<file path="src/rtl/ebus_pkg.sv">
package ebus_pkg;

  localparam int TK_W = 8;
  typedef logic [TK_W-1:0] tk_t;

  // profile limits in nanoseconds
  typedef struct packed {
    int cycNs;
    int rdHighNs;
    int wrHighNs;
    int lowNs;
    int setupNs;
    int holdNs;
    int accNs;
    int disNs;
  } busNs_t;

  // profile limits in clock ticks
  typedef struct packed {
    tk_t cyc;
    tk_t rdHigh;
    tk_t wrHigh;
    tk_t low;
    tk_t hold;
    tk_t dis;
  } busTk_t;

  // strobes from control to datapath
  typedef struct packed {
    logic load;
    logic capture;
    logic csOn;
    logic eOn;
    logic rnw;
    logic oeOn;
  } ctrlStrobe_t;

  function automatic int ceilTicks(int ns, int clkNs);
    return (ns + clkNs - 1) / clkNs + 1;
  endfunction

  function automatic int maxInt(int a, int b);
    return (a > b) ? a : b;
  endfunction

  function automatic busTk_t toTicks(busNs_t t, int clkNs);
    busTk_t r;
    r.cyc    = tk_t'(ceilTicks(t.cycNs, clkNs));
    r.rdHigh = tk_t'(maxInt(ceilTicks(t.rdHighNs, clkNs), ceilTicks(t.accNs, clkNs) + 1));
    r.wrHigh = tk_t'(maxInt(ceilTicks(t.wrHighNs, clkNs), ceilTicks(t.setupNs, clkNs)));
    r.low    = tk_t'(ceilTicks(t.lowNs, clkNs));
    r.hold   = tk_t'(ceilTicks(t.holdNs, clkNs));
    r.dis    = tk_t'(ceilTicks(t.disNs, clkNs));
    return r;
  endfunction

endpackage

</file>
<file path="src/rtl/ebus_ctrl.sv">
module ebus_ctrl
  import ebus_pkg::*;
#(
  parameter busTk_t FAST_TK = '0,
  parameter busTk_t SLOW_TK = '0
) (
  input  logic        clk,
  input  logic        rstN,
  input  logic        slowMode,
  input  logic        cmdValid,
  input  logic        cmdRead,
  output logic        cmdReady,
  output ctrlStrobe_t strobe
);

  typedef enum logic [2:0] {S_IDLE, S_SETUP, S_HIGH, S_HOLD, S_WAIT} state_t;

  state_t state;
  logic   rnwReg;
  logic   slowSel;
  tk_t    phCnt;
  tk_t    cycCnt;
  tk_t    turnCnt;
  busTk_t tk;
  tk_t    highTicks;
  logic   highLast;

  assign tk        = slowSel ? SLOW_TK : FAST_TK;
  assign highTicks = rnwReg ? tk.rdHigh : tk.wrHigh;
  assign highLast  = (state == S_HIGH) && (phCnt == highTicks - tk_t'(1));

  always_ff @(posedge clk or negedge rstN) begin
    if (!rstN) begin
      state   <= S_IDLE;
      rnwReg  <= 1'b1;
      slowSel <= 1'b0;
      phCnt   <= '0;
      cycCnt  <= '0;
      turnCnt <= '0;
    end else begin
      if (state == S_HIGH || state == S_HOLD || state == S_WAIT) begin
        if (cycCnt != '1) cycCnt <= cycCnt + tk_t'(1);
      end
      if (highLast && rnwReg) turnCnt <= tk.dis;
      else if (turnCnt != '0) turnCnt <= turnCnt - tk_t'(1);

      unique case (state)
        S_IDLE: if (cmdValid) begin
          state   <= S_SETUP;
          rnwReg  <= cmdRead;
          slowSel <= slowMode;
          phCnt   <= '0;
        end
        S_SETUP: begin
          if (phCnt >= tk.low - tk_t'(1) && turnCnt == '0) begin
            state  <= S_HIGH;
            phCnt  <= '0;
            cycCnt <= tk_t'(1);
          end else if (phCnt < tk.low - tk_t'(1)) begin
            phCnt <= phCnt + tk_t'(1);
          end
        end
        S_HIGH: begin
          if (highLast) begin
            state <= S_HOLD;
            phCnt <= '0;
          end else phCnt <= phCnt + tk_t'(1);
        end
        S_HOLD: begin
          if (phCnt == tk.hold - tk_t'(1)) state <= S_WAIT;
          else phCnt <= phCnt + tk_t'(1);
        end
        S_WAIT: if (cycCnt >= tk.cyc) state <= S_IDLE;
        default: state <= S_IDLE;
      endcase
    end
  end

  assign cmdReady       = (state == S_IDLE);
  assign strobe.load    = (state == S_IDLE) && cmdValid;
  assign strobe.capture = highLast && rnwReg;
  assign strobe.csOn    = (state == S_SETUP) || (state == S_HIGH) || (state == S_HOLD);
  assign strobe.eOn     = (state == S_HIGH);
  assign strobe.rnw     = rnwReg;
  assign strobe.oeOn    = !rnwReg && ((state == S_HIGH) || (state == S_HOLD) ||
                                      ((state == S_SETUP) && turnCnt == '0));

  // acceptance drops ready on the next cycle
  a_r2_ready_drops: assert property (@(posedge clk) disable iff (!rstN)
    cmdValid && cmdReady |=> !cmdReady);
  // E only while the chip is selected
  a_r3_e_needs_cs: assert property (@(posedge clk) disable iff (!rstN)
    strobe.eOn |-> strobe.csOn);
  // no output drive inside the release window
  a_r8_turnaround: assert property (@(posedge clk) disable iff (!rstN)
    strobe.oeOn |-> turnCnt == '0);
  // profile frozen while a transfer is in progress
  a_r10_profile_held: assert property (@(posedge clk) disable iff (!rstN)
    (state != S_IDLE) && $past(state != S_IDLE) |-> $stable(slowSel));

endmodule

</file>
<file path="src/rtl/ebus_datapath.sv">
module ebus_datapath
  import ebus_pkg::*;
#(
  parameter int DATA_W = 8
) (
  input  logic              clk,
  input  logic              rstN,
  input  ctrlStrobe_t       strobe,
  input  logic              cmdSel,
  input  logic [DATA_W-1:0] cmdWData,
  input  logic [DATA_W-1:0] busDIn,
  output logic              rspDone,
  output logic [DATA_W-1:0] rspData,
  output logic              busCsN,
  output logic              busCs2,
  output logic              busSel,
  output logic              busRnw,
  output logic              busE,
  output logic [DATA_W-1:0] busDOut,
  output logic              busDOe
);

  logic              selReg;
  logic [DATA_W-1:0] wdReg;

  always_ff @(posedge clk or negedge rstN) begin
    if (!rstN) begin
      selReg  <= 1'b0;
      wdReg   <= '0;
      rspData <= '0;
      rspDone <= 1'b0;
    end else begin
      if (strobe.load) begin
        selReg <= cmdSel;
        wdReg  <= cmdWData;
      end
      if (strobe.capture) rspData <= busDIn;
      rspDone <= strobe.capture;
    end
  end

  assign busCsN  = !strobe.csOn;
  assign busCs2  = strobe.csOn;
  assign busSel  = selReg;
  assign busRnw  = strobe.csOn ? strobe.rnw : 1'b1;
  assign busE    = strobe.eOn;
  assign busDOut = wdReg;
  assign busDOe  = strobe.oeOn;

  // select and direction steady while the chip is selected
  a_r3_sel_stable: assert property (@(posedge clk) disable iff (!rstN)
    strobe.csOn && $past(strobe.csOn) |-> $stable(selReg) && $stable(strobe.rnw));
  // never drive the bus during a read
  a_r7_no_drive_on_read: assert property (@(posedge clk) disable iff (!rstN)
    strobe.oeOn |-> !strobe.rnw);
  // done comes in the first cycle after E falls
  a_r6_done_after_fall: assert property (@(posedge clk) disable iff (!rstN)
    rspDone |-> !strobe.eOn && $past(strobe.eOn));

endmodule

</file>
<file path="src/rtl/ebus_master.sv">
module ebus_master
  import ebus_pkg::*;
#(
  parameter int     CLK_NS  = 10,
  parameter int     DATA_W  = 8,
  parameter busNs_t FAST_NS = '{cycNs: 300, rdHighNs: 120, wrHighNs: 60, lowNs: 60,
                                setupNs: 40, holdNs: 15, accNs: 140, disNs: 100},
  parameter busNs_t SLOW_NS = '{cycNs: 1000, rdHighNs: 240, wrHighNs: 120, lowNs: 120,
                                setupNs: 80, holdNs: 30, accNs: 280, disNs: 200}
) (
  input  logic              clk,
  input  logic              rstN,
  input  logic              slowMode,
  input  logic              cmdValid,
  output logic              cmdReady,
  input  logic              cmdRead,
  input  logic              cmdSel,
  input  logic [DATA_W-1:0] cmdWData,
  output logic              rspDone,
  output logic [DATA_W-1:0] rspData,
  output logic              busCsN,
  output logic              busCs2,
  output logic              busSel,
  output logic              busRnw,
  output logic              busE,
  output logic [DATA_W-1:0] busDOut,
  output logic              busDOe,
  input  logic [DATA_W-1:0] busDIn
);

  localparam busTk_t FAST_TK = toTicks(FAST_NS, CLK_NS);
  localparam busTk_t SLOW_TK = toTicks(SLOW_NS, CLK_NS);

  ctrlStrobe_t strobe;

  ebus_ctrl #(.FAST_TK(FAST_TK), .SLOW_TK(SLOW_TK)) u_ctrl (
    .clk(clk), .rstN(rstN), .slowMode(slowMode), .cmdValid(cmdValid),
    .cmdRead(cmdRead), .cmdReady(cmdReady), .strobe(strobe)
  );

  ebus_datapath #(.DATA_W(DATA_W)) u_dp (
    .clk(clk), .rstN(rstN), .strobe(strobe), .cmdSel(cmdSel), .cmdWData(cmdWData),
    .busDIn(busDIn), .rspDone(rspDone), .rspData(rspData), .busCsN(busCsN),
    .busCs2(busCs2), .busSel(busSel), .busRnw(busRnw), .busE(busE),
    .busDOut(busDOut), .busDOe(busDOe)
  );

endmodule

</file>
<file path="config.mk">
export PLATFORM = sky130hd
export DESIGN_NAME = ebus_master
export DESIGN_NICKNAME = d
export VERILOG_FILES = /design/src/rtl/ebus_pkg.sv /design/src/rtl/ebus_ctrl.sv /design/src/rtl/ebus_datapath.sv /design/src/rtl/ebus_master.sv
export SDC_FILE = /design/constraint.sdc
export NUM_CORES = 1
export LEC_CHECK = 0
export ABC_CLOCK_PERIOD_IN_PS = 3120
export BUFFER_PORTS_ARGS = -buffer_cell sky130_fd_sc_hd__buf_4
export CORE_ASPECT_RATIO = 0.9
export CORE_MARGIN = 2
export CORE_UTILIZATION = 45
export DETAILED_ROUTE_END_ITERATION = 8
export PLACE_DENSITY = 0.67
export SLEW_MARGIN = 20
export SYNTH_ARGS = -nofsm -noshare
export SYNTH_HDL_FRONTEND = slang
export SYNTH_SLANG_ARGS = --single-unit
</file>
<file path="constraint.sdc">
create_clock -name clk -period 3.12 [get_ports clk]
set_clock_uncertainty 0.2 [all_clocks]
set_input_delay 0.468 -clock clk [delete_from_list [all_inputs] [get_ports clk]]
set_output_delay 0.468 -clock clk [all_outputs]
set_load 0.01 [all_outputs]
</file>
# After elaboration in Yosys (flattened, before gate mapping)
# Index checks and enable logic that the tools add are counted.
[word_totals]
regBits = 47
output_inout_bits = 24
wordCells = 75
[classes]
n_addsub = 6
n_lt_le_gt_ge = 3
n_eq_ne = 14
muxes = 21
n_reduce_logical = 21
[op_table]
columns = ["operator", "n"]
rows = [
  ["$mux W8", 12],
  ["$mux W47", 1],
  ["$pmux W8 S4", 1],
  ["$sub A8 B1 Y8 const B", 4],
  ["$add A8 B1 Y8 const B", 2],
  ["$eq A8 B8 Y1", 2],
  ["$ge A8 B8 Y1", 2],
  ["$mux W3", 5],
  ["$pmux W3 S5", 1],
  ["$logic_not A8 Y1", 1],
  ["$lt A8 B8 Y1", 1],
  ["$ne A2 B2 Y1 const B", 4],
  ["$ne A8 B8 Y1 const B", 1],
  ["$reduce_bool A8 Y1", 1],
  ["$eq A3 B2 Y1 const B", 2],
  ["$logic_and A1 B1 Y1", 6],
  ["$logic_or A1 B1 Y1", 5],
  ["$reduce_and A5 Y1", 1],
  ["$ne A2 B1 Y1 const B", 2],
  ["$reduce_and A4 Y1", 1],
  ["$reduce_bool A4 Y1", 1],
  ["$eq A3 B1 Y1 const B", 1],
  ["$eq A3 B3 Y1 const B", 1],
  ["$logic_not A3 Y1", 1],
  ["other kinds (5)", 6],
]

# Logic depth before layout (Yosys ltp)
# Gate-level depths: netlist (run 1).
[depth]
ltp_word = 7
mapped_depth = 9

# Hierarchy
# From an unflattened synthesis (run 1), not the netlist that was laid out.
[hier_totals]
cells_unflattened = 267
hier_area_um2 = 2721.4
[modules_own_cells]
columns = ["mod", "n_inst", "cells_per_inst", "area_each_um2", "seq_area_each_um2"]
rows = [
  ["ebus_ctrl", 1, 225, 1960.6, 726.9],
  ["ebus_datapath", 1, 42, 760.7, 450.4],
]

# Worst setup path before layout (run 1)
# Ideal clock, no wire load.
[synth_path]
kind = "register -> register"
start = "register u_ctrl.slowSel"
end = "register u_dp.rspData[5]"
arrival_ps = 2282
setup_slack_ps = 514
stages_incl_launch_ff = 9
path_cell_list = "dfrtp_1 -> inv_1 -> ha_1 -> xor2_1 -> mux2i_1 -> nor3_1 -> nand3_1 -> clkbuf_1 -> mux2_2"
[synth_between]
elab_chain_cells = 6
[synth_lines]
columns = ["item", "line_no", "source"]
rows = [
  ["start, declared", "ebus_ctrl.sv:20", "logic slowSel;"],
  ["start signal, assigned", "ebus_ctrl.sv:51", "slowSel <= slowMode;"],
  ["$mux W47", "ebus_ctrl.sv:28", "assign tk = slowSel ? SLOW_TK : FAST_TK;"],
  ["$mux W8", "ebus_ctrl.sv:29", "assign highTicks = rnwReg ? tk.rdHigh : tk.wrHigh;"],
  ["$sub A8 B1 Y8", "ebus_ctrl.sv:30", "assign highLast = (state == S_HIGH) && (phCnt == highTicks - tk_t'(1));"],
  ["$eq A8 B8 Y1", "ebus_ctrl.sv:30", ""],
  ["$logic_and A1 B1 Y1", "ebus_ctrl.sv:30", ""],
  ["$logic_and A1 B1 Y1", "ebus_ctrl.sv:81", "assign strobe.capture = highLast && rnwReg;"],
  ["end signal, assigned", "ebus_datapath.sv:37", "if (strobe.capture) rspData <= busDIn;"],
  ["end, declared", "ebus_datapath.sv:13", "output logic [DATA_W-1:0] rspData,"],
]
# No other way between the ends.
# A chain may end at the register's enable or synchronous reset.

# Worst setup path in the final report (run 1)
[layout_path]
start = "register u_ctrl.turnCnt[0]"
end = "output port busDOe"
[layout_between]
elab_chain_cells = 4
[layout_lines]
columns = ["item", "line_no", "source"]
rows = [
  ["start, declared", "ebus_ctrl.sv:23", "tk_t turnCnt;"],
  ["start signal, assigned", "ebus_ctrl.sv:44", "if (highLast && rnwReg) turnCnt <= tk.dis;"],
  ["start signal, assigned", "ebus_ctrl.sv:45", "else if (turnCnt != '0) turnCnt <= turnCnt - tk_t'(1);"],
  ["$logic_not A8 Y1", "ebus_ctrl.sv:86", "((state == S_SETUP) && turnCnt == '0));"],
  ["$logic_and A1 B1 Y1", "ebus_ctrl.sv:86", ""],
  ["$logic_or A1 B1 Y1", "ebus_ctrl.sv:85", "assign strobe.oeOn = !rnwReg && ((state == S_HIGH) || (state == S_HOLD) ||"],
  ["$logic_and A1 B1 Y1", "ebus_ctrl.sv:85", ""],
  ["end, declared", "ebus_master.sv:27", "output logic busDOe,"],
]
# No other way between the ends.

==> results of run 1 <==
==> cell type report <==
cell class | instances | area [um^2] | share of cell area [%]
repair buffers | 48 | 362.8 | 11.76
clock buffers | 5 | 68.82 | 2.231
clock inverters | 3 | 22.52 | 0.7302
inverters | 13 | 48.80 | 1.582
multi-input cells | 184 | 1316 | 42.68
flip-flops and latches | 47 | 1177 | 38.17
well taps | 70 | 87.58 | 2.840
==> synthesized netlist by cell type, drive strengths merged, types with 5 or more instances <==
library cell | n | area share, %
nand2 | 19 | 2.8
a21oi | 14 | 2.7
o21bai | 5 | 1.5
nor2b | 5 | 1.2
inv | 13 | 1.9
nand3 | 6 | 1.2
o21ai | 7 | 1.4
dfrtp | 46 | 45
xor2 | 7 | 2.4
mux2 | 18 | 7.9
and3 | 5 | 1.2
xnor2 | 6 | 2.0
nor3 | 12 | 2.3
nor2 | 25 | 3.8
clkbuf | 6 | 0.88
ha | 14 | 6.8
==> report_power, final <==
group          total, mW  leakage, nW  internal [mW]  switching, mW
logic               1.02        0.811          0.513          0.505
clock network      0.374       0.0485          0.161          0.213
registers           1.01        0.582          0.798          0.214
==> registers in the layout (all words and copies together) (netlist names) <==
name,flops
u_dp.busDOut,8
u_dp.rspDone,1
u_dp.rspData,8
u_ctrl.phCnt,8
u_ctrl.turnCnt,8
u_ctrl.state,3
u_ctrl.rnwReg,1
u_dp.busSel,1
u_ctrl.cycCnt,8
u_ctrl.slowSel,1
==> worst max-delay path by stage <==
| stage | start | endpoint | cells after the start |
|---|---|---|---|
| finish | u_ctrl.turnCnt[0] | busDOe | 8 |
| CTS | u_ctrl.turnCnt[0] | busDOe | 8 |
| global placement | u_ctrl.slowSel | u_ctrl.phCnt[0] | 7 |
| detailed placement | u_ctrl.slowSel | u_ctrl.phCnt[0] | 7 |
| global route | u_ctrl.turnCnt[0] | busDOe | 8 |
| floorplan | u_ctrl.slowSel | u_dp.rspData[5] | 8 |
==> timing repair <==
item,CTS,global route
buffers inserted,0,0
endpoints found under the hold margin,28,0
hold buffers,1,0
==> cells by family (layout without fill, tap and decap cells) <==
| kind of cell | after synthesis | after routing |
|---|---|---|
| xor gates and xnor gates | 13 | 13 |
| AOI/OAI and AO/OA | 44 | 44 |
| DFF | 47 | 47 |
| and+or+nand+nor | 91 | 91 |
| muxes | 22 | 22 |
| adders and majority gates | 14 | 14 |
| buffers and inverters | 19 | 69 |
==> worst reg2reg max path: cells and delay by family (launching register included) <==
kind,cells,cell delay [ns]
and+or+nand+nor,2,0.28
AOI/OAI and AO/OA,2,0.85
adders and majority gates,1,0.35
DFF,1,0.50
muxes,1,0.29
buffers and inverters,1,0.24
==> through the flow <==
stage / cells / hold slack (ns)
6_report: 370 / 0.1811
5_1_grt: 370 / 0.1809
4_1_cts: 370 / 0.1726
3_5_place_dp: 361 / 0.2937
3_3_place_gp: 361 / 0.2899
2_1_floorplan: 250 / -0.02759
==> metal layers <==
metal  vias up  wire [um]
met5         -          0
li1        996          -
met3         2        316
met2        45       2286
met4         0         22
met1       954       2579
==> impl_metrics.py, run 1 <==
metrics = {
    "clock_tree": {
        "cts-root-buf": "clkbuf_8",
        "cts_sinks": 47,
        "cts_buffers": 5,
        "cts_resized": 0,
        "htree_num_levels": 2,
        "clockBufferDepth": 2,
        "worstSkewPairLatency_ns": 0.30,
        "clkSlewWorstSetupHoldPaths_ns": 0.10,
        "cts_tree": "built",
    },
    "synth": {
        "seq_area_frac_synth_pct": 45.90,
        "syn_inst": 250,
        "synth-simple-area-share_pct": 18.54,
        "synth_xor_xnor_area_share_pct": 4.439,
        "synth_top_family_by_area": "simple AND/OR/NAND/NOR gates",
        "synth_adder_area_share_pct": 6.829,
        "synth_compound_area_share_pct": 12.05,
        "synth_cell_types": 41,
        "synth_edf_count": 0,
        "ys_async_sr_fraction_pct": 100.0,
        "synth.area.mux_share_pct": 9.463,
        "avgSynthCellArea_um2": 10.26,
        "synthesis.nets": 286,
        "syn_area_mm2": 0.002565,
        "synth-seq-cells": 47,
        "synth_flop_cell": "dfrtp_1",
        "yosysWarnings": 0,
    },
    "hold_path": {
        "min-delay-start": "slowMode",
        "hold_path_depth": 3,
        "hold_path.class": "primary input to register",
        "whs_endpoint": "u_ctrl.slowSel",
    },
    "route": {
        "vias": 1997,
        "drtIter0Drc": 91,
        "drc": 0,
        "postRouteAntennaNets": 0,
        "viasPerCell": 5.397,
        "post_drt_wl_per_cell_um": 14.07,
        "drt_wl_total_mm": 5.205,
        "firstDrtPassIters": 4,
    },
    "place": {
        "gp_congestion": 0.8348,
        "dp_hpwl_mm": 3.800,
        "place_area_mm2": 0.002983,
        "portBuffers": 45,
        "post-place-ws_ns": 0.2769,
    },
    "global_routing": {
        "grt_most_used_layer": "met2",
        "grt_pass1_wl_mm": 8.963,
        "grt_pass1_vias": 1957,
        "grtUsageTotal_pct": 17.47,
        "overflow": 0,
        "grt_max_degree": 48,
        "grt.met3_usage_pct": 5.092,
        "grt_util_met1_pct": 23.21,
        "grt_antenna_before_repair": 0,
        "grtUsageMet2_pct": 28.98,
    },
    "power": {
        "vdd_drop_max_mv": 0.5027,
        "design_power_total_mw": 2.404,
        "p_leak_nw": 1.441,
        "powerDensity_mw_per_mm2": 779.3,
    },
    "timing": {
        "rsz0062_at_grt": "no",
        "layout_min_cycle_time_ns": 2.942,
        "slew_headroom_pct": 40.66,
        "worst_slack_ns": 0.1776,
        "setup_viol": 0,
        "setup_tns_ns": 0,
        "worstMarginPinSlew_ns": 0.8862,
        "fmax_mhz": 339.9,
        "fin_crit_sh_pct": 94.31,
        "hold_viol_final": 0,
        "drv_slew": 0,
    },
    "critical_path": {
        "slowest_delay_ns": 0.50,
        "r2r_cells": 7,
        "required_ns": 2.45,
        "start_kind": "register",
        "path_cells": "inv_1, ha_1, or4b_4, nor4_4, buf_4, nor2_1, nor2_1, buf_4",
        "r2r_start": "u_ctrl.slowSel",
        "crit_type": "register to output port",
        "rrSetupSlack_ns": 0.30,
        "cp_top_family": "simple AND/OR/NAND/NOR gates",
        "crit_path_end_kind": "output port",
        "arrival_ns": 2.27,
        "crit_fanout": 7,
        "r2r_end": "u_ctrl.phCnt[0]",
        "cp.buffers_inverters": 3,
        "critPathSlowestCell": "or4b_4",
    },
    "final_layout": {
        "drive_gt1_share_pct": 27.00,
        "nets": 335,
        "final_core_utilization_pct": 55.12,
        "n_antenna_cell": 0,
        "final_common_cell": "buf_4",
        "design_area_mm2": 0.003084,
        "area_growth_pct": 20.24,
        "fillers": 505,
        "layout_common_cells": "buf_4 (47), dfrtp_1 (46), nor2_1 (24)",
    },
    "status": {
        "status": "finished, final reports clean",
    },
    "die": {
        "initial_core_util_pct": 45.84,
        "core-area_mm2": 0.005595,
        "dieArea_mm2": 0.006321,
        "dieHeight_um": 75.63,
        "rows": 26,
        "die_w_um": 83.58,
        "ios": 46,
    },
    "job": {
        "max_cap_viol_count": 0,
    },
}
Note: power is estimated with default switching activity, not from simulation.
==> inputs of run 2 (changes only) <==
--- a/config.mk
+++ b/config.mk
@@ -11,4 +11,5 @@
 export CORE_MARGIN = 2
 export CORE_UTILIZATION = 45
+export CTS_BUF_LIST = sky130_fd_sc_hd__clkbuf_2
 export DETAILED_ROUTE_END_ITERATION = 8
 export PLACE_DENSITY = 0.67
==> constraint.sdc (replaced) <==
create_clock -name clk -period 3.12 [get_ports clk]
set_clock_uncertainty 0.2 [all_clocks]
set_input_delay 0.156 -clock clk [delete_from_list [all_inputs] [get_ports clk]]
set_output_delay 0.156 -clock clk [all_outputs]
set_load 0.01 [all_outputs]
==> impl_metrics.py, run 2 (synthesis gave the netlist of run 1 again) <==
metrics = {
    "final_layout": {
        "drive_gt1_share_pct": 25.39,
        "n_antenna_cell": 0,
        "nets": 354,
        "final_core_utilization_pct": 57.74,
        "design_area_mm2": 0.003231,
        "layout_common_cells": "buf_4 (47), dfrtp_1 (46), nor2_1 (24)",
        "final_common_cell": "buf_4",
        "final_cells": 389,
        "area_growth_pct": 25.95,
    },
    "status": {
        "status": "finished, final reports clean",
    },
    "timing": {
        "fin_crit_sh_pct": 91.87,
        "setup_tns_ns": 0,
        "fmax_mhz": 348.9,
        "worstMarginPinSlew_ns": 0.9171,
        "drv_slew": 0,
        "setup_viol": 0,
        "rsz0062_at_grt": "no",
        "hold_viol_final": 0,
        "layout_min_cycle_time_ns": 2.866,
        "slew_headroom_pct": 38.59,
    },
    "die": {
        "initial_core_util_pct": 45.84,
        "dieArea_mm2": 0.006321,
        "ios": 46,
        "dieHeight_um": 75.63,
        "core-area_mm2": 0.005595,
        "die_w_um": 83.58,
        "rows": 26,
    },
    "power": {
        "powerDensity_mw_per_mm2": 718.6,
        "p_leak_nw": 1.505,
        "design_power_total_mw": 2.322,
        "vdd_drop_max_mv": 0.4563,
    },
    "route": {
        "vias": 2085,
        "drt_wl_total_mm": 5.384,
        "postRouteAntennaNets": 0,
        "post_drt_wl_per_cell_um": 13.84,
        "drtIter0Drc": 105,
        "firstDrtPassIters": 4,
        "viasPerCell": 5.360,
        "drc": 0,
    },
    "place": {
        "gp_congestion": 0.8348,
        "dp_hpwl_mm": 3.800,
        "portBuffers": 45,
        "placedCellCount": 361,
        "place_area_mm2": 0.002983,
    },
    "clock_tree": {
        "cts_sinks": 47,
        "worstSkewPairLatency_ns": 0.44,
        "cts-root-buf": "clkbuf_2",
        "clkSlewWorstSetupHoldPaths_ns": 0.28,
        "ctsHoldBuffers": 20,
        "post_cts_buffers": 0,
        "cts_buffers": 5,
        "cts_tree": "built",
        "clockBufferDepth": 2,
        "htree_num_levels": 2,
        "cts_resized": 0,
    },
    "global_routing": {
        "grt_max_degree": 48,
        "grtUsageTotal_pct": 18.06,
        "grt_antenna_before_repair": 0,
        "grt_pass1_wl_mm": 9.156,
        "overflow": 0,
        "grt_pass1_vias": 2016,
    },
    "critical_path": {
        "r2r_cells": 7,
        "crit_fanout": 13,
        "crit_type": "register to register",
        "crit_path_end_kind": "register",
        "arrival_ns": 3.01,
        "required_ns": 3.27,
        "start_kind": "register",
    },
    "hold_path": {
        "hold_path.class": "primary input to async pin",
    },
    "job": {
        "max_cap_viol_count": 0,
    },
}
[run 2: cell types whose count changed in the layout (fill, tap and decap cells not counted), sizes merged]
cell         previous run  this run
dlygate4sd3             1        20
[run 2: worst paths after layout]
kind,slack (ns),startpoint,end
worst max-delay path,0.25,u_ctrl.slowSel,u_ctrl.phCnt[0]
worst min-delay path,0.01,rstN,u_dp.busSel
worst max register to register,0.25,u_ctrl.slowSel,u_ctrl.phCnt[0]
worst min register to register,0.35,u_dp.rspData[5],u_dp.rspData[5]
max in group asynchronous,2.27,rstN,u_ctrl.cycCnt[3]
min in group clk,0.03,cmdValid,u_ctrl.state[0]
[run 2: critical path, cell delays in order, from the launching register on]
cell and delay [ns]:
dfrtp_1 0.55, inv_1 0.24, ha_1 0.35, and3b_1 0.14, o311ai_0 0.12, o211ai_1 0.77, nor2_2 0.14, mux2_2 0.29
[run 2: cell type report]
| type | instances | area, um^2 |
|---|---|---|
| fillers | 478 | 2365 |
| multi-input cells | 184 | 1316 |
| flip-flops and latches | 47 | 1177 |
| repair buffers | 67 | 553.0 |
| well taps | 70 | 87.58 |
| inverters | 13 | 48.80 |
| clock buffers | 5 | 25.02 |
| clock inverters | 3 | 22.52 |
[run 2: metrics by stage]
stage                     setup slack (ns)  hold WS [ns]
after floorplan                     0.5136       -0.3396
after global placement              0.3632       0.01483
after detailed placement            0.2769       0.01130
after CTS                           0.2549      0.006436
after global routing               0.06362       0.04276
final                               0.2536       0.01378
[run 2: metal layers]
layer | share of wire [%] | wire, um | track usage [%] | vias up
met4 | 1.0 | 54 | 5.556 | 0
met2 | 44 | 2371 | 30.58 | 49
met5 | 0 | 0 | 0 | -
met3 | 6.2 | 333 | 4.875 | 6
li1 | - | - | - | 1030
met1 | 49 | 2625 | 23.19 | 1000
[run 2: report_power, final]
part | total (mW) | leakage [nW] | internal, mW | switching, mW
Combinational | 1.04 | 0.890 | 0.528 | 0.514
Sequential | 1.01 | 0.582 | 0.796 | 0.215
Clock | 0.268 | 0.0333 | 0.0589 | 0.209
==> inputs of run 3 (changes only) <==
- RECOVER_POWER: not set -> 25
==> impl_metrics.py, run 3 (synthesis gave the netlist of run 1 again) <==
metrics = {
    "power": {
        "pwr-share-clk_pct": 11.5,
        "p_leak_nw": 1.505,
        "power_switching_mw": 0.9380,
        "power_frac_comb_pct": 44.9,
        "powerDensity_mw_per_mm2": 719.0,
        "p_int_mw": 1.383,
        "seq_power_share_pct": 43.6,
        "vdd_drop_max_mv": 0.4562,
        "p_sw_share_pct": 40.41,
    },
    "critical_path": {
        "crit_path_end_kind": "register",
        "rrSetupSlack_ns": 0.25,
        "start_kind": "register",
        "crit_type": "register to register",
        "r2r_cells": 7,
        "endpoint": "u_ctrl.phCnt[0]",
        "crit_fanout": 13,
        "required_ns": 3.27,
        "r2r_end": "u_ctrl.phCnt[0]",
        "critPathLaunch": "u_ctrl.slowSel",
        "arrival_ns": 3.01,
        "r2r_start": "u_ctrl.slowSel",
    },
    "hold_path": {
        "hold_path_depth": 5,
        "hold_path.class": "primary input to register",
    },
    "final_layout": {
        "layout_common_cells": "buf_4 (46), dfrtp_1 (46), nor2_1 (24)",
        "drive_gt1_share_pct": 25.39,
        "fillers": 479,
        "final_core_utilization_pct": 57.69,
        "nets": 354,
        "design_area_mm2": 0.003228,
        "final_cells": 389,
        "area_growth_pct": 25.85,
        "n_antenna_cell": 0,
    },
    "global_routing": {
        "grt_max_degree": 48,
        "grtUsageMet2_pct": 30.58,
        "overflow": 0,
        "grt_util_met1_pct": 23.19,
        "grt_pass1_vias": 2016,
        "grt_antenna_before_repair": 0,
        "grt.met3_usage_pct": 4.875,
        "grt_pass1_wl_mm": 9.156,
        "grt_most_used_layer": "met2",
        "grtUsageTotal_pct": 18.06,
    },
    "route": {
        "vias": 2085,
        "firstDrtPassIters": 4,
        "post_drt_wl_per_cell_um": 13.84,
        "drc": 0,
        "postRouteAntennaNets": 0,
        "drtIter0Drc": 105,
        "drt_wl_total_mm": 5.383,
        "viasPerCell": 5.360,
    },
    "clock_tree": {
        "cts-root-buf": "clkbuf_2",
        "worstSkewPairLatency_ns": 0.44,
        "cts_sinks": 47,
        "clockBufferDepth": 2,
        "clkSlewWorstSetupHoldPaths_ns": 0.24,
        "ctsHoldBuffers": 20,
        "cts_buffers": 5,
        "cts_resized": 0,
        "cts_tree": "built",
        "htree_num_levels": 2,
        "post_cts_buffers": 0,
    },
    "die": {
        "dieHeight_um": 75.63,
        "initial_core_util_pct": 45.84,
        "core-area_mm2": 0.005595,
        "die_w_um": 83.58,
        "dieArea_mm2": 0.006321,
        "ios": 46,
        "rows": 26,
    },
    "place": {
        "dp_hpwl_mm": 3.800,
        "portBuffers": 45,
        "placedCellCount": 361,
        "gp_congestion": 0.8348,
        "place_area_mm2": 0.002983,
    },
    "timing": {
        "hold_viol_final": 0,
        "setup_viol": 0,
        "fin_crit_sh_pct": 91.87,
        "fmax_mhz": 348.9,
        "setup_tns_ns": 0,
        "slew_headroom_pct": 22.63,
        "rsz0062_at_grt": "no",
        "worstMarginPinSlew_ns": 1.161,
        "drv_slew": 0,
        "layout_min_cycle_time_ns": 2.866,
    },
    "status": {
        "status": "finished, final reports clean",
    },
    "job": {
        "max_cap_viol_count": 0,
    },
}
## run 3: final cells by class
cell class	count	area, um^2	share of cell area (%)
well taps	70	87.58	2.713
clock buffers	5	25.02	0.7752
repair buffers	67	550.5	17.05
inverters	13	48.80	1.512
multi-input cells	184	1316	40.78
clock inverters	3	22.52	0.6977
flip-flops and latches	47	1177	36.47
## run 3: per-layer routing
metal / share of wire, % / up-vias
li1: - / 1030
met1: 49 / 1000
met2: 44 / 49
met3: 6.2 / 6
met4: 1.0 / 0
met5: 0 / -
## run 3: how the worst min path moves through the flow
stage             start                to  slack [ns]
2_1_floorplan      rstN  u_ctrl.cycCnt[0]       -0.34
3_3_place_gp       rstN   u_ctrl.state[0]        0.01
3_5_place_dp       rstN   u_ctrl.state[0]        0.01
4_1_cts        cmdValid   u_ctrl.state[0]       0.006
5_1_grt        cmdValid   u_ctrl.state[0]        0.09
6_report       cmdValid   u_ctrl.state[0]        0.03
## run 3: worst max-delay path, stage by stage (launching register included)
cell and delay [ns]:
dfrtp_1 0.55, inv_1 0.24, ha_1 0.35, and3b_1 0.14, o311ai_0 0.12, o211ai_1 0.77, nor2_2 0.14, mux2_2 0.29
## run 3: metrics by stage
| stage | power [mW] | hold slack, ns | setup WS, ns |
|---|---|---|---|
| finish | 2.321 | 0.02600 | 0.2536 |
| floorplan | 1.714 | -0.3396 | 0.5136 |
| global placement | 2.019 | 0.01483 | 0.3632 |
| CTS | 2.346 | 0.006436 | 0.2549 |
| global route | 2.537 | 0.08686 | 0.06362 |
| detailed placement | 2.051 | 0.01130 | 0.2769 |
## run 3: power groups by stage
stage / clock, mW / combinational (mW) / sequential (mW)
floorplan: 0 / 0.714 / 0.999
global placement: 0 / 1.00 / 1.02
detailed placement: 0 / 1.03 / 1.02
CTS: 0.283 / 1.05 / 1.01
global route: 0.304 / 1.19 / 1.05
finish: 0.268 / 1.04 / 1.01
